==> src/rtl/flag_alu_pkg.sv <==
package flag_alu_pkg;

    typedef enum logic [4:0] {
        AOP_ADD      = 5'd0,
        AOP_ADD_I5   = 5'd1,
        AOP_ADDI     = 5'd2,
        AOP_SUB      = 5'd3,
        AOP_SUBR     = 5'd4,
        AOP_CMP      = 5'd5,
        AOP_CMP_I5   = 5'd6,
        AOP_SATADD   = 5'd7,
        AOP_SATADD_I5= 5'd8,
        AOP_SATSUB   = 5'd9,
        AOP_SATSUBI  = 5'd10,
        AOP_SATSUBR  = 5'd11,
        AOP_OR       = 5'd12,
        AOP_ORI      = 5'd13,
        AOP_XOR      = 5'd14,
        AOP_XORI     = 5'd15,
        AOP_AND      = 5'd16,
        AOP_ANDI     = 5'd17,
        AOP_NOT      = 5'd18,
        AOP_SHL      = 5'd19,
        AOP_SHR      = 5'd20,
        AOP_SAR      = 5'd21,
        AOP_MOVHI    = 5'd22,
        AOP_MOVEA    = 5'd23
    } alu_op_e;

    localparam int AOP_COUNT = 24;

    localparam int FLG_Z   = 0;
    localparam int FLG_S   = 1;
    localparam int FLG_OV  = 2;
    localparam int FLG_CY  = 3;
    localparam int FLG_SAT = 4;
    localparam int FLG_W   = 5;

    typedef enum logic [2:0] {
        SRC_REG, SRC_SIMM5, SRC_SIMM16, SRC_UIMM16, SRC_HI16
    } src_e;

    typedef enum logic [2:0] {
        CLS_ARITH, CLS_SAT, CLS_LOGIC, CLS_ANDZ, CLS_SHIFT, CLS_NOFLAG
    } cls_e;

    typedef enum logic [1:0] { LG_OR, LG_XOR, LG_AND, LG_NOT } lg_e;
    typedef enum logic [1:0] { SH_LL, SH_RL, SH_RA } sh_e;

endpackage

==> src/rtl/flag_alu_addsub.sv <==
module flag_alu_addsub #(
    parameter int DATA_W = 32
) (
    input  logic [DATA_W-1:0] lhs,
    input  logic [DATA_W-1:0] rhs,
    input  logic              sub,
    output logic [DATA_W-1:0] sum,
    output logic [DATA_W-1:0] clamped,
    output logic              carry,
    output logic              ovf
);
    localparam logic [DATA_W-1:0] POS_MAX = {1'b0, {(DATA_W-1){1'b1}}};
    localparam logic [DATA_W-1:0] NEG_MIN = {1'b1, {(DATA_W-1){1'b0}}};

    logic [DATA_W-1:0] rhs_eff;
    logic              c_out;

    always_comb begin
        rhs_eff        = sub ? ~rhs : rhs;
        {c_out, sum}   = {1'b0, lhs} + {1'b0, rhs_eff} + {{DATA_W{1'b0}}, sub};
        carry          = sub ? ~c_out : c_out;
        ovf            = (lhs[DATA_W-1] == rhs_eff[DATA_W-1]) &&
                         (sum[DATA_W-1] != lhs[DATA_W-1]);
        if (ovf)
            clamped = lhs[DATA_W-1] ? NEG_MIN : POS_MAX;
        else
            clamped = sum;
    end
endmodule

==> src/rtl/flag_alu_logic.sv <==
module flag_alu_logic
    import flag_alu_pkg::*;
#(
    parameter int DATA_W = 32
) (
    input  logic [DATA_W-1:0] x,
    input  logic [DATA_W-1:0] y,
    input  lg_e               mode,
    output logic [DATA_W-1:0] res
);
    always_comb begin
        unique case (mode)
            LG_OR:   res = y | x;
            LG_XOR:  res = y ^ x;
            LG_AND:  res = y & x;
            LG_NOT:  res = ~x;
            default: res = '0;
        endcase
    end
endmodule

==> src/rtl/flag_alu_shift.sv <==
module flag_alu_shift
    import flag_alu_pkg::*;
#(
    parameter int DATA_W = 32,
    localparam int SH_W  = $clog2(DATA_W)
) (
    input  logic [DATA_W-1:0] val,
    input  logic [SH_W-1:0]   cnt,
    input  sh_e               mode,
    output logic [DATA_W-1:0] res,
    output logic              cy_out
);
    logic [DATA_W:0] ext;

    always_comb begin
        unique case (mode)
            SH_LL: begin
                ext    = {1'b0, val} << cnt;
                res    = ext[DATA_W-1:0];
                cy_out = ext[DATA_W];
            end
            SH_RL: begin
                ext    = {val, 1'b0} >> cnt;
                res    = ext[DATA_W:1];
                cy_out = ext[0];
            end
            SH_RA: begin
                ext    = $unsigned($signed({val, 1'b0}) >>> cnt);
                res    = ext[DATA_W:1];
                cy_out = ext[0];
            end
            default: begin
                ext    = '0;
                res    = '0;
                cy_out = 1'b0;
            end
        endcase
    end
endmodule

==> src/rtl/flag_alu.sv <==
module flag_alu
    import flag_alu_pkg::*;
#(
    parameter int DATA_W  = 32,
    parameter int IMM5_W  = 5,
    parameter int IMM16_W = 16,
    localparam int SH_W   = $clog2(DATA_W)
) (
    input  logic               clk,
    input  logic               rst_n,
    input  logic               op_valid,
    input  logic [4:0]         op_sel,
    input  logic [DATA_W-1:0]  opnd_a,
    input  logic [DATA_W-1:0]  opnd_b,
    input  logic [IMM16_W-1:0] imm,
    input  logic               psw_wr_en,
    input  logic [FLG_W-1:0]   psw_wr_data,
    output logic [DATA_W-1:0]  result,
    output logic               wr_en,
    output logic [FLG_W-1:0]   psw
);
    src_e  src_sel;
    cls_e  cls;
    lg_e   lmode;
    sh_e   smode;
    logic  do_sub, swap, writes;

    logic [DATA_W-1:0] src1, lhs, rhs;
    logic [DATA_W-1:0] as_sum, as_clamp, lg_res, sh_res;
    logic              as_cy, as_ov, sh_cy;
    logic [FLG_W-1:0]  psw_q, psw_nxt;

    // decode: operand source, flag class and unit mode
    always_comb begin
        src_sel = SRC_REG;
        cls     = CLS_ARITH;
        lmode   = LG_OR;
        smode   = SH_LL;
        do_sub  = 1'b0;
        swap    = 1'b0;
        writes  = 1'b1;
        unique case (alu_op_e'(op_sel))
            AOP_ADD:       ;
            AOP_ADD_I5:    src_sel = SRC_SIMM5;
            AOP_ADDI:      src_sel = SRC_SIMM16;
            AOP_SUB:       do_sub = 1'b1;
            AOP_SUBR:      begin do_sub = 1'b1; swap = 1'b1; end
            AOP_CMP:       begin do_sub = 1'b1; writes = 1'b0; end
            AOP_CMP_I5:    begin do_sub = 1'b1; writes = 1'b0; src_sel = SRC_SIMM5; end
            AOP_SATADD:    cls = CLS_SAT;
            AOP_SATADD_I5: begin cls = CLS_SAT; src_sel = SRC_SIMM5; end
            AOP_SATSUB:    begin cls = CLS_SAT; do_sub = 1'b1; end
            AOP_SATSUBI:   begin cls = CLS_SAT; do_sub = 1'b1; src_sel = SRC_SIMM16; end
            AOP_SATSUBR:   begin cls = CLS_SAT; do_sub = 1'b1; swap = 1'b1; end
            AOP_OR:        cls = CLS_LOGIC;
            AOP_ORI:       begin cls = CLS_LOGIC; src_sel = SRC_UIMM16; end
            AOP_XOR:       begin cls = CLS_LOGIC; lmode = LG_XOR; end
            AOP_XORI:      begin cls = CLS_LOGIC; lmode = LG_XOR; src_sel = SRC_UIMM16; end
            AOP_AND:       begin cls = CLS_LOGIC; lmode = LG_AND; end
            AOP_ANDI:      begin cls = CLS_ANDZ;  lmode = LG_AND; src_sel = SRC_UIMM16; end
            AOP_NOT:       begin cls = CLS_LOGIC; lmode = LG_NOT; end
            AOP_SHL:       begin cls = CLS_SHIFT; smode = SH_LL; end
            AOP_SHR:       begin cls = CLS_SHIFT; smode = SH_RL; end
            AOP_SAR:       begin cls = CLS_SHIFT; smode = SH_RA; end
            AOP_MOVHI:     begin cls = CLS_NOFLAG; src_sel = SRC_HI16; end
            AOP_MOVEA:     begin cls = CLS_NOFLAG; src_sel = SRC_SIMM16; end
            default:       begin cls = CLS_NOFLAG; writes = 1'b0; end
        endcase
    end

    // first-operand selection
    always_comb begin
        unique case (src_sel)
            SRC_REG:    src1 = opnd_a;
            SRC_SIMM5:  src1 = {{(DATA_W-IMM5_W){imm[IMM5_W-1]}}, imm[IMM5_W-1:0]};
            SRC_SIMM16: src1 = {{(DATA_W-IMM16_W){imm[IMM16_W-1]}}, imm};
            SRC_UIMM16: src1 = {{(DATA_W-IMM16_W){1'b0}}, imm};
            SRC_HI16:   src1 = DATA_W'(imm) << IMM16_W;
            default:    src1 = '0;
        endcase
        lhs = swap ? src1   : opnd_b;
        rhs = swap ? opnd_b : src1;
    end

    flag_alu_addsub #(.DATA_W(DATA_W)) u_addsub (
        .lhs(lhs), .rhs(rhs), .sub(do_sub),
        .sum(as_sum), .clamped(as_clamp), .carry(as_cy), .ovf(as_ov)
    );

    flag_alu_logic #(.DATA_W(DATA_W)) u_logic (
        .x(src1), .y(opnd_b), .mode(lmode), .res(lg_res)
    );

    flag_alu_shift #(.DATA_W(DATA_W)) u_shift (
        .val(opnd_b), .cnt(opnd_a[SH_W-1:0]), .mode(smode),
        .res(sh_res), .cy_out(sh_cy)
    );

    // result and flag outputs
    always_comb begin
        psw_nxt = psw_q;
        unique case (cls)
            CLS_SAT:              result = as_clamp;
            CLS_LOGIC, CLS_ANDZ:  result = lg_res;
            CLS_SHIFT:            result = sh_res;
            default:              result = as_sum;
        endcase
        unique case (cls)
            CLS_ARITH, CLS_SAT: begin
                psw_nxt[FLG_Z]  = (result == '0);
                psw_nxt[FLG_S]  = result[DATA_W-1];
                psw_nxt[FLG_CY] = as_cy;
                psw_nxt[FLG_OV] = as_ov;
                if (cls == CLS_SAT && as_ov)
                    psw_nxt[FLG_SAT] = 1'b1;
            end
            CLS_LOGIC, CLS_SHIFT: begin
                psw_nxt[FLG_Z]  = (result == '0);
                psw_nxt[FLG_S]  = result[DATA_W-1];
                psw_nxt[FLG_OV] = 1'b0;
                if (cls == CLS_SHIFT)
                    psw_nxt[FLG_CY] = sh_cy;
            end
            CLS_ANDZ: begin
                psw_nxt[FLG_Z]  = (result == '0);
                psw_nxt[FLG_S]  = 1'b0;
                psw_nxt[FLG_OV] = 1'b0;
            end
            default: ;
        endcase
        wr_en = op_valid & writes;
    end

    // status register: reset, direct load, operation update or hold
    always_ff @(posedge clk or negedge rst_n) begin
        if (!rst_n)
            psw_q <= '0;
        else if (psw_wr_en)
            psw_q <= psw_wr_data;
        else if (op_valid)
            psw_q <= psw_nxt;
    end

    assign psw = psw_q;
endmodule

==> config.mk <==
export PLATFORM = sky130hd
export DESIGN_NAME = flag_alu
export DESIGN_NICKNAME = d
export VERILOG_FILES = /design/src/rtl/flag_alu_pkg.sv /design/src/rtl/flag_alu_addsub.sv /design/src/rtl/flag_alu_logic.sv /design/src/rtl/flag_alu_shift.sv /design/src/rtl/flag_alu.sv
export SDC_FILE = /design/constraint.sdc
export NUM_CORES = 1
export LEC_CHECK = 0
export ABC_AREA = 1
export BUFFER_PORTS_ARGS = -buffer_cell sky130_fd_sc_hd__buf_2
export CORE_MARGIN = 2
export CORE_UTILIZATION = 62
export CTS_CLUSTER_DIAMETER = 100
export DETAILED_ROUTE_END_ITERATION = 8
export PLACE_DENSITY = 0.85
export RECOVER_POWER = 100
export SYNTH_ARGS = -nofsm -noshare
export SYNTH_HDL_FRONTEND = slang
export SYNTH_SLANG_ARGS = --single-unit
==> constraint.sdc <==
create_clock -name clk -period 5.6 [get_ports clk]
set_input_delay 0.56 -clock clk [delete_from_list [all_inputs] [get_ports clk]]
set_output_delay 0.56 -clock clk [all_outputs]
set_load 0.05 [all_outputs]
* Word level (Yosys, flattened, before mapping) *
Cells that the tools add are included.

word-level totals
  logic and storage cells = 110
  register bits after elaboration = 5

cells by class
  reduce and logical (&&, ||, !) cells = 31
  add/sub/neg operators = 2
  bitwise gates (word level) = 7
  muxes and demuxes = 25
  eq/ne operators = 39
  shift operators = 3

operators by type and width
  kind                                                                    count
  32-bit case mux with 3 select lines                                     2
  32-bit two-way mux                                                      5
  32-bit case mux with 5 select lines                                     1
  32-bit case mux with 4 select lines                                     1
  32-bit NOT                                                              2
  5-bit by 4-bit equality test with 1-bit output (second input constant)  8
  5-bit equality test (second input constant)                             8
  32-bit by 32-bit adder with 33-bit output                               1
  33-bit by 1-bit adder with 33-bit output                                1
  32-bit by 5-bit << shifter with 33-bit output                           1
  33-bit by 5-bit >> shifter with 33-bit output                           1
  33-bit by 5-bit >>> shifter with 33-bit output                          1
  32-bit bitwise AND                                                      1
  32-bit zero test                                                        1
  32-bit bitwise OR                                                       1
  32-bit XOR                                                              1
  22-bit OR reduction                                                     1
  5-bit by 3-bit equality test with 1-bit output (second input constant)  4
  3-bit case mux with 5 select lines                                      1
  7-bit OR reduction                                                      2
  3-bit by 2-bit equality test with 1-bit output (second input constant)  4
  3-bit case mux with 4 select lines                                      1
  2-bit OR reduction                                                      6
  3-bit OR reduction                                                      4
  other kinds (29)                                                        48

* Depth between registers and ports, before layout *
Gate-level depths: netlist of run 1.

  depth after elaboration = 18
  mapped depth = 37
  gate-level depth less buffers = 36

* By module *
From an unflattened synthesis of run 1, not the netlist that was laid out.

unflattened totals
  cell total of the unflattened synthesis = 2317
  area, all modules = 11933.9 um^2

modules (own cells, without submodules)
  module           sequential area each (um^2)  cells an instance  area each (um^2)  instances
  flag_alu_shift   0.0                          789                3734.8            1
  flag_alu         125.1                        663                3211.8            1
  flag_alu_addsub  0.0                          521                2900.3            1
  flag_alu_logic   0.0                          344                2087.0            1

* Least setup slack after synthesis of run 1 *
No wires, ideal clock.

  path kind = in2reg
  start = in op_sel[4]
  end = reg psw_q[0], in the netlist psw[0]
  required time = 5523 ps
  data arrival time = 4972 ps
  cell stages on the path = 31
  buffers on the path = 4
  setup slack = 550 ps
  setup time = 77 ps
  path through = buf_4 inv_2 buf_6 nand3_1 nand3_2 nor2_2 nand2_1 inv_2 clkbuf_1 nand2_1 and2_1 nand2_1 o21ai_0 xor2_1 ha_1 a21oi_1 o21ai_0 a21oi_1 o21ai_0 a21oi_1 nand3_2 nand2_4 inv_4 buf_6 nand2_1 nand4_1 nor2_1 nand2_1 nor2_1 nand3_1 a21oi_1

between the ends
  word-level cells in the longest chain between the ends = 18
  elaborated cells between the ends (all ways) = 86
  those cells by class = add/sub (2); eq/ne (38); mux (18); bitwise (5); reduce/logical (23)

RTL lines
  item                                         RTL line                                           source
  start: declaration                           flag_alu.sv:12                                     input logic [4:0] op_sel,
  5-bit equality test (tied with other cells)  flag_alu.sv:42                                     unique case (alu_op_e'(op_sel))
  3-bit OR reduction (no line)                 --
  3-bit case mux with 4 select lines           flag_alu.sv:42
  3-bit equality test (tied with other cells)  flag_alu.sv:73                                     unique case (src_sel)
  32-bit case mux with 5 select lines          flag_alu.sv:73
  32-bit two-way mux                           flag_alu.sv:82                                     rhs = swap ? opnd_b : src1;
  32-bit NOT                                   flag_alu_addsub.sv:19                              rhs_eff = sub ? ~rhs : rhs;
  32-bit two-way mux                           flag_alu_addsub.sv:19
  [3 not listed]                               --
  1-bit logical AND                            flag_alu_addsub.sv:22                              ovf = (lhs[DATA_W-1] == rhs_eff[DATA_W-1]) &&
  32-bit two-way mux                           flag_alu_addsub.sv:24                              if (ovf)
  32-bit case mux with 3 select lines (*)      flag_alu.sv:102                                    unique case (cls)
  named net result[9]                          flag_alu.sv:18                                     output logic [DATA_W-1:0] result,
  32-bit zero test (*)                         flag_alu.sv:110, flag_alu.sv:118, flag_alu.sv:125
  3-bit case mux with 3 select lines (*)       flag_alu.sv:108                                    unique case (cls)
  5-bit two-way mux (*)                        flag_alu.sv:140                                    else if (op_valid)
  5-bit two-way mux (*)                        flag_alu.sv:138                                    else if (psw_wr_en)
  end signal: assignment                       flag_alu.sv:139                                    psw_q <= psw_wr_data;
  end signal: assignment                       flag_alu.sv:141                                    psw_q <= psw_nxt;
  end: declaration                             flag_alu.sv:31                                     logic [FLG_W-1:0] psw_q, psw_nxt;

Mark *: on every way through the listed nets, which the timed path passes. The rest lies on a longest branch. The select of a mux whose other input is x is not followed.
A chain may end at the register's enable or synchronous reset.

* Final worst setup path of run 1 *
  start = in op_sel[3]
  end = out result[11]

between the ends
  word-level cells in the longest chain between the ends = 14
  elaborated cells between the ends (all ways) = 77
  those cells by class = add/sub (2); eq/ne (38); mux (15); bitwise (5); reduce/logical (17)

RTL lines
  item                                         RTL line               source
  5-bit equality test (tied with other cells)  flag_alu.sv:42
  3-bit OR reduction (no line)                 --
  3-bit case mux with 4 select lines           flag_alu.sv:42
  3-bit equality test (tied with other cells)  flag_alu.sv:73
  32-bit case mux with 5 select lines          flag_alu.sv:73
  32-bit two-way mux                           flag_alu.sv:82
  32-bit NOT                                   flag_alu_addsub.sv:19
  32-bit two-way mux                           flag_alu_addsub.sv:19
  32-bit by 32-bit adder with 33-bit output    flag_alu_addsub.sv:20  {c_out, sum} = {1'b0, lhs} + {1'b0, rhs_eff} + {{DATA_W{1'b0}}, sub};
  33-bit by 1-bit adder with 33-bit output     flag_alu_addsub.sv:20
  1-bit != test                                flag_alu_addsub.sv:23  (sum[DATA_W-1] != lhs[DATA_W-1]);
  1-bit logical AND                            flag_alu_addsub.sv:22
  32-bit two-way mux                           flag_alu_addsub.sv:24
  32-bit case mux with 3 select lines (*)      flag_alu.sv:102
  end: declaration                             flag_alu.sv:18

Every way passes the cells marked *; elsewhere a longest branch is shown, timed or not.

==> results of run 1 <==
[worst min path at each step]
stage	from	endpoint	slack, ns
global route	rst_n	psw[0]	0.20
global placement	rst_n	psw[3]	0.38
CTS	rst_n	psw[0]	0.14
finish	rst_n	psw[0]	0.19
detailed placement	rst_n	psw[3]	0.38
floorplan	rst_n	psw[0]	0.26
[final cells by class]
class / count / area (um^2)
Timing Repair Buffer: 181 / 1060
Multi-Input combinational cell: 1551 / 8510
Fill cell: 1539 / 4780
Tap cell: 216 / 270
Clock buffer: 4 / 78.8
Sequential cell: 5 / 125
Inverter: 233 / 888
[power by group through the flow]
stage,clock network (mW),logic [mW],registers [mW]
CTS,0.120,2.24,0.0467
global placement,0,2.20,0.0463
detailed placement,0,2.23,0.0466
finish,0.119,2.37,0.0473
global route,0.122,2.53,0.0477
floorplan,0,1.59,0.0706
[what timing repair did]
item                       CTS  global route
resized for setup            0            25
buffers inserted             0             2
setup endpoints to repair    0            33
[cell usage in the layout (no fill, tap or decap), types with 5 or more instances in the layout]
cell type / instances
a211oi_1: 5
a21oi_1: 151
a221oi_1: 39
a31oi_1: 20
and2_1: 8
buf_2: 95
buf_4: 47
clkbuf_1: 8
clkbuf_2: 28
dfrtp_1: 5
ha_1: 95
inv_1: 215
inv_2: 11
mux2i_1: 10
nand2_1: 561
nand2_2: 18
nand3_1: 73
nand4_1: 7
nor2_1: 103
nor2_2: 9
nor3_1: 11
o211ai_1: 20
o21a_1: 7
o21ai_0: 269
o21ai_1: 9
o21bai_1: 5
o221ai_1: 5
o22ai_1: 5
or2_2: 10
xnor2_1: 11
xor2_1: 46
[per-layer routing]
layer  global-route usage (%)  vias to the layer above  share of wire [%]
li1                         -                     6478                  -
met1                     67.1                     6200                 37
met2                     72.5                     1231                 38
met3                     18.1                      279                 17
met4                     32.6                        4                8.3
met5                        0                        -              0.057
[stage by stage]
stage	hold slack, ns	worst slack (ns)
2_1_floorplan	0.264	0.550
3_3_place_gp	0.382	0.288
3_5_place_dp	0.384	0.158
4_1_cts	0.140	0.127
5_1_grt	0.200	-0.0147
6_report	0.189	0.170
[synthesized netlist by cell type, types with 4 or more instances]
cell / number / area share (%)
a211oi_1: 5 / 0.38
a21oi_1: 153 / 7.7
a221oi_1: 39 / 3.5
a31oi_1: 21 / 1.3
and2_1: 8 / 0.51
buf_1: 13 / 0.49
buf_2: 6 / 0.30
clkbuf_1: 83 / 3.2
dfrtp_1: 5 / 1.3
ha_1: 95 / 12
inv_1: 215 / 8.2
inv_2: 14 / 0.53
mux2i_1: 10 / 1.0
nand2_1: 562 / 21
nand2_2: 17 / 1.1
nand3_1: 73 / 3.7
nand4_1: 7 / 0.44
nor2_1: 105 / 4.0
nor2_2: 7 / 0.44
nor3_1: 11 / 0.56
nor4_1: 4 / 0.25
o2111ai_1: 4 / 0.35
o211ai_1: 20 / 1.5
o21a_1: 7 / 0.53
o21ai_0: 277 / 14
o21bai_1: 5 / 0.38
o221ai_1: 5 / 0.44
o22ai_1: 6 / 0.38
o31ai_1: 4 / 0.30
or2_2: 10 / 0.63
xnor2_1: 12 / 1.1
xor2_1: 47 / 4.2
[critical path: cells and delay by family]
| kind | cells | cell delay (ns) |
|---|---|---|
| AND/OR/NAND/NOR | 14 | 1.52 |
| AO/OA/AOI/OAI | 6 | 1.21 |
| buffers and inverters | 7 | 1.05 |
| adder cells (fa/ha/maj) | 1 | 0.39 |
| XOR/XNOR | 1 | 0.13 |
[cells by family (layout without fill, tap and decap cells)]
| family | Yosys count | in the layout |
|---|---|---|
| DFF | 5 | 5 |
| muxes | 10 | 10 |
| AOI/OAI and AO/OA | 570 | 570 |
| buffers and inverters | 340 | 418 |
| and+or+nand+nor | 816 | 816 |
| xor gates and xnor gates | 59 | 59 |
| adders and majority gates | 96 | 96 |
==> qor.json, run 1 <==
{
  "yosys": {
    "post_synth_edffs": 0,
    "ys_dominant_reg_cell": "dfrtp_1",
    "syn_area_mm2": 0.00988,
    "syn-num-nets": 2086,
    "synth_cell_type_count": 56,
    "area_fraction_in_compound_gates_after_synthesis_pct": 32.8,
    "synth_top_family_by_area": "simple AND/OR/NAND/NOR gates",
    "synth_xor_area_share_pct": 5.23,
    "synth-async-reset-ratio_pct": 100,
    "synth_fa_ha_area_share_pct": 12.2,
    "synth_warnings": 0,
    "yosys-mux-area-fraction_pct": 1.01,
    "netlist_instances": 1896,
    "synth-seq-cells": 5,
    "synth-simple-area-share_pct": 34.1,
    "mean_syn_cell_area_um2": 5.21,
    "ys_seq_area_share_pct": 1.27
  },
  "setup_path": {
    "slowest_stage": "ha_1",
    "crit_path_start_kind": "primary input",
    "crit_top_cell": "nand2_2",
    "worst_r2r_path_depth": 2,
    "endpoint": "result[11]",
    "ff2ff_setup_slack_ns": 4.88,
    "path_max_fanout": 17,
    "required_ns": 5.04,
    "worstSetupStartpoint": "op_sel[3]",
    "worst_path_largest_cell_delay_ns": 0.39,
    "setup.worst_path.end_class": "primary output",
    "timing.rr.end": "psw[1]",
    "critical_path_arrival_ns": 4.87,
    "timing.setup.critical_path_class": "in2out",
    "worstReg2RegStart": "psw[1]"
  },
  "layout": {
    "final_cell_count_no_fill": 2190,
    "insertedDiodeCount": 0,
    "largest_register_ffs": 5,
    "area_growth_pct": 10.6,
    "finish.net_count": 2165,
    "post_route_cells_drive_above_1_share_pct": 12.6,
    "design_area_mm2": 0.0109,
    "postLayoutCoreUtil_pct": 69.6
  },
  "clock_tree": {
    "cts_root_buffer": "clkbuf_16",
    "cts_tree": "yes",
    "num_cts_buffers": 3,
    "cts.sinks": 5,
    "clk_pin_slew_worst_paths_ns": 0.03,
    "hold_buffers": 0,
    "cts-htree-levels": 1,
    "insertion_delay_ns": 0.23,
    "cts_max_path_buffers": 2
  },
  "timing": {
    "setup_viol_count_final": 0,
    "layout_worst_path_cycle_share_pct": 97.0,
    "worst_slew_margin_rel_pct": 31.9,
    "timing_hold_violations_final": 0,
    "worst_pin_slew_ns": 1.01,
    "totalNegativeSetupSlack_ns": 0,
    "fmax_mhz": 184,
    "clock-skew-final_ns": 0,
    "minimum_period_implied_by_the_final_worst_setup_slack_ns": 5.43,
    "final-max-slew-violation-count": 0
  },
  "power": {
    "share_comb_of_total_power_pct": 93.5,
    "switching_power_mw": 1.74,
    "share_clk_of_total_power_pct": 4.7,
    "design_power_total_mw": 2.54,
    "power.static_leakage_nw": 5.69,
    "swShare_pct": 68.7,
    "p_int_mw": 0.795,
    "power-per-cell-area_mw_per_mm2": 232,
    "irDropWorstVdd_uv": 334,
    "power_frac_seq_pct": 1.9
  },
  "route": {
    "drt_via_density": 6.48,
    "via_count": 14200,
    "routedWlPerCell_um": 20.7,
    "initialDrtViolationCount": 2354,
    "route.antenna.remaining_nets": 0,
    "wire_length_after_detailed_routing_mm": 45.4,
    "first_pass_iters": 8,
    "drc": 0
  },
  "die": {
    "die-height_um": 130,
    "design.core.area_mm2": 0.0157,
    "ioPinCount": 132,
    "initial_core_util_pct": 62.9,
    "design.die.area_mm2": 0.0170,
    "die_w_um": 130,
    "std_cell_rows": 46
  },
  "placed_design": {
    "port_buffers": 131,
    "detailedPlacementHpwl_mm": 35.9,
    "gpl.final_weighted_congestion": 1.16,
    "dpl-instance-area_mm2": 0.0108,
    "place_inst": 2183
  },
  "global_route": {
    "global_route_wire_length_before_repair_mm": 67.4,
    "antenna_found_initial": 2,
    "gr-total-overflow": 0,
    "grt_pass1_vias": 12100,
    "grt_start_max_net_pins": 82,
    "gr-usage-all-layers_pct": 51.8
  },
  "outcome": {
    "run_status": "finished, final reports clean"
  },
  "flow_run": {
    "max_cap_viol_count": 0
  },
  "min_path": {
    "worstHoldPathType": "in2async"
  }
}
Power figures use the tool's default switching activity.
==> inputs of run 2 (changes only) <==
--- a/config.mk
+++ b/config.mk
@@ -11,7 +11,7 @@
 export CORE_UTILIZATION = 62
 export CTS_CLUSTER_DIAMETER = 100
 export DETAILED_ROUTE_END_ITERATION = 8
-export PLACE_DENSITY = 0.85
+export PLACE_DENSITY = 0.83
 export RECOVER_POWER = 100
 export SYNTH_ARGS = -nofsm -noshare
 export SYNTH_HDL_FRONTEND = slang
==> run 2 against run 1 <==
  * Utilization grew 0.23 points
  * Critical endpoint is now result[9]
  * Highest routed layer unchanged
  * Sequential share of layout area is essentially flat
  * Cell count grew 0.50%
  * Wire length grew 1.7%
  * Die area is the same
  * Clock skew is the same
  * Sequential power is essentially flat
  * Clock-buffer cell count is the same
  * First-iteration DRC count grew 3.4%
  * Worst hold slack lost 0.026 ns
  * Maximum frequency grew 0.31%
==> qor.json, run 2 (same netlist as run 1, synthesis figures left out) <==
{
  "route": {
    "drt_via_density": {"value": 6.54, "change": "+0.97%"},
    "wire_length_after_detailed_routing": {"value": 46.2, "unit": "mm", "change": "+1.7%"},
    "drc": {"value": 0, "change": "unchanged"},
    "initialDrtViolationCount": {"value": 2433, "change": "+3.4%"},
    "routedWlPerCell": {"value": 21.0, "unit": "um", "change": "+1.2%"},
    "route.antenna.remaining_nets": {"value": 0, "change": "unchanged"},
    "first_pass_iters": {"value": 9, "change": "+1"},
    "via_count": {"value": 14400, "change": "+1.5%"}
  },
  "layout": {
    "postLayoutCoreUtil": {"value": 69.8, "unit": "%", "change": "+0.23 points"},
    "area_growth_pct": 11.0,
    "final_common_cell": "nand2_1",
    "layout.cells.most_common_list": "nand2_1, o21ai_0, inv_1, a21oi_1, buf_2",
    "final_cell_count_no_fill": {"value": 2201, "change": "+0.50%"},
    "design_area": {"value": 0.0110, "unit": "mm^2", "change": "+0.33%"},
    "post_route_cells_drive_above_1_share": {"value": 13.1, "unit": "%", "change": "+0.44 points"},
    "finish.net_count": {"value": 2175, "change": "+0.46%"},
    "largest_register_ffs": {"value": 5, "change": "unchanged"}
  },
  "power": {
    "irDropWorstVdd": {"value": 308, "unit": "uV", "change": "-7.9%"},
    "power-per-cell-area": {"value": 235, "unit": "mW/mm^2", "change": "+1.0%"},
    "design_power_total": {"value": 2.57, "unit": "mW", "change": "+1.4%"},
    "power.static_leakage": {"value": 5.72, "unit": "nW", "change": "+0.40%"}
  },
  "timing": {
    "timing_hold_violations_final": {"value": 0, "change": "unchanged"},
    "worst_slew_margin_rel": {"value": 42.4, "unit": "%", "change": "+11 points"},
    "worst_pin_slew": {"value": 0.855, "unit": "ns", "change": "-0.158 ns"},
    "clock-skew-final": {"value": 0, "unit": "ns", "change": "unchanged"},
    "post-route-worst-setup-slack": {"value": 0.187, "unit": "ns", "change": "+0.0167 ns"},
    "totalNegativeSetupSlack": {"value": 0, "unit": "ns", "change": "unchanged"},
    "whs": {"value": 0.163, "unit": "ns", "change": "-0.0255 ns"},
    "setup_viol_count_final": {"value": 0, "change": "unchanged"},
    "fmax": {"value": 185, "unit": "MHz", "change": "+0.31%"},
    "minimum_period_implied_by_the_final_worst_setup_slack": {"value": 5.41, "unit": "ns", "change": "-0.0167 ns"},
    "layout_worst_path_cycle_share": {"value": 96.7, "unit": "%", "change": "-0.30 points"},
    "final-max-slew-violation-count": {"value": 0, "change": "unchanged"}
  },
  "setup_path": {
    "crit_path_start_kind": "primary input",
    "setup.worst_path.end_class": "primary output",
    "critical_path_arrival": {"value": 4.85, "unit": "ns", "change": "-0.02 ns"},
    "path_max_fanout": {"value": 11, "change": "-6"},
    "timing.setup.critical_path_class": "in2out",
    "required": {"value": 5.04, "unit": "ns", "change": "about the same"}
  },
  "die": {
    "initial_core_util": {"value": 62.9, "unit": "%", "change": "unchanged"},
    "design.core.area": {"value": 0.0157, "unit": "mm^2", "change": "unchanged"},
    "die-height": {"value": 130, "unit": "um", "change": "unchanged"},
    "design.die.area": {"value": 0.0170, "unit": "mm^2", "change": "unchanged"},
    "die_w": {"value": 130, "unit": "um", "change": "unchanged"},
    "std_cell_rows": {"value": 46, "change": "unchanged"},
    "ioPinCount": {"value": 132, "change": "unchanged"}
  },
  "clock_tree": {
    "cts_max_path_buffers": {"value": 2, "change": "unchanged"},
    "hold_buffers": {"value": 0, "change": "unchanged"},
    "cts.sinks": {"value": 5, "change": "unchanged"},
    "cts-htree-levels": {"value": 1, "change": "unchanged"},
    "cts_tree": "yes",
    "clk_pin_slew_worst_paths": {"value": 0.04, "unit": "ns", "change": "about the same"},
    "insertion_delay": {"value": 0.23, "unit": "ns", "change": "about the same"},
    "cts_root_buffer": "clkbuf_16",
    "num_cts_buffers": {"value": 3, "change": "unchanged"}
  },
  "placed_design": {
    "detailedPlacementHpwl": {"value": 36.0, "unit": "mm", "change": "+0.39%"},
    "dpl_worst_slack": {"value": 0.199, "unit": "ns", "change": "+0.0404 ns"},
    "gpl.final_weighted_congestion": {"value": 1.14, "change": "-1.4%"},
    "place_inst": {"value": 2193, "change": "+0.46%"},
    "dpl-instance-area": {"value": 0.0108, "unit": "mm^2", "change": "+0.70%"},
    "port_buffers": {"value": 131, "change": "unchanged"}
  },
  "global_route": {
    "gr-usage-all-layers": {"value": 51.6, "unit": "%", "change": "-0.15 points"},
    "antenna_found_initial": {"value": 1, "change": "-1"},
    "global_route_wire_length_before_repair": {"value": 67.1, "unit": "mm", "change": "-0.42%"},
    "grt_pass1_vias": {"value": 12200, "change": "+0.49%"},
    "gr-total-overflow": {"value": 0, "change": "unchanged"},
    "grt_start_max_net_pins": {"value": 82, "change": "unchanged"}
  },
  "outcome": {
    "run_status": "finished, final reports clean"
  },
  "min_path": {
    "worstHoldPathType": "in2async"
  },
  "flow_run": {
    "max_cap_viol_count": {"value": 0, "change": "unchanged"}
  }
}
-- run 2: cell count changes in the layout (fill, tap and decap cells not counted), moves of 2 or more --
cell and delta:
buf_2 +28, clkbuf_2 -28, buf_4 +10, inv_2 +2
inv_4 -2, nand2_2 +2, o21ai_2 -2
-- run 2: path summary, 6_finish.rpt --
| kind | start | end | slack (ns) | cells after the start |
|---|---|---|---|---|
| setup / recovery | op_sel[4] | result[9] | 0.19 | 26 |
| hold / removal | rst_n | psw[1] | 0.16 | 1 |
| setup reg to reg | psw[0] | psw[0] | 4.90 | 2 |
| hold reg to reg | psw[1] | psw[1] | 0.53 | 2 |
| max in group asynchronous | rst_n | psw[4] | 5.24 | 1 |
| min in group clk | psw[1] | psw[1] | 0.53 | 2 |
-- run 2: cell type report --
cell class / count / area (um^2)
multi-input cells: 1552 / 8490
fillers: 1503 / 4750
repair buffers: 190 / 1110
inverters: 233 / 887
well taps: 216 / 270
flip-flops and latches: 5 / 125
clock buffers: 4 / 78.8
diodes: 1 / 2.50
-- run 2: metal layers --
layer | track usage [%] | part of all wire (%) | vias to the layer above | wire length [um]
met5 | 0 | 0.032 | - | 15
met4 | 30.2 | 8.1 | 2 | 3740
met1 | 66.6 | 37 | 6241 | 16900
li1 | - | - | 6508 | -
met2 | 72.5 | 38 | 1358 | 17400
met3 | 20.0 | 18 | 292 | 8160
-- run 2: timing repair --
action,in CTS,in global routing
resized for setup,0,22
setup buffers,0,1
endpoints found under the hold margin,0,0
endpoints found under the setup margin,0,33
-- run 2: where the power goes --
part / switching, mW / total, mW / internal, mW
logic: 1.73 / 2.41 / 0.679
registers: 0.00433 / 0.0474 / 0.0431
clock network: 0.0265 / 0.121 / 0.0947
total: 1.76 / 2.57 / 0.817
-- run 2: worst max-delay path: stages --
cell        delay, ns
buf_2            0.17
inv_2            0.13
nand3_1          0.14
nand3_2          0.12
nand2_1          0.23
clkinvlp_4       0.25
a21oi_1          0.16
o21ai_0          0.12
o21ai_0          0.24
xor2_1           0.25
ha_1             0.36
a21oi_1          0.22
inv_1            0.08
a31oi_1          0.13
o21ai_1          0.14
inv_1            0.09
nand2_2          0.07
nand2_2          0.07
nand2_2          0.09
nand2_2          0.14
nand3_1          0.17
nand2_4          0.19
nand2_1          0.07
nand2_1          0.06
nand4_1          0.28
buf_6            0.28
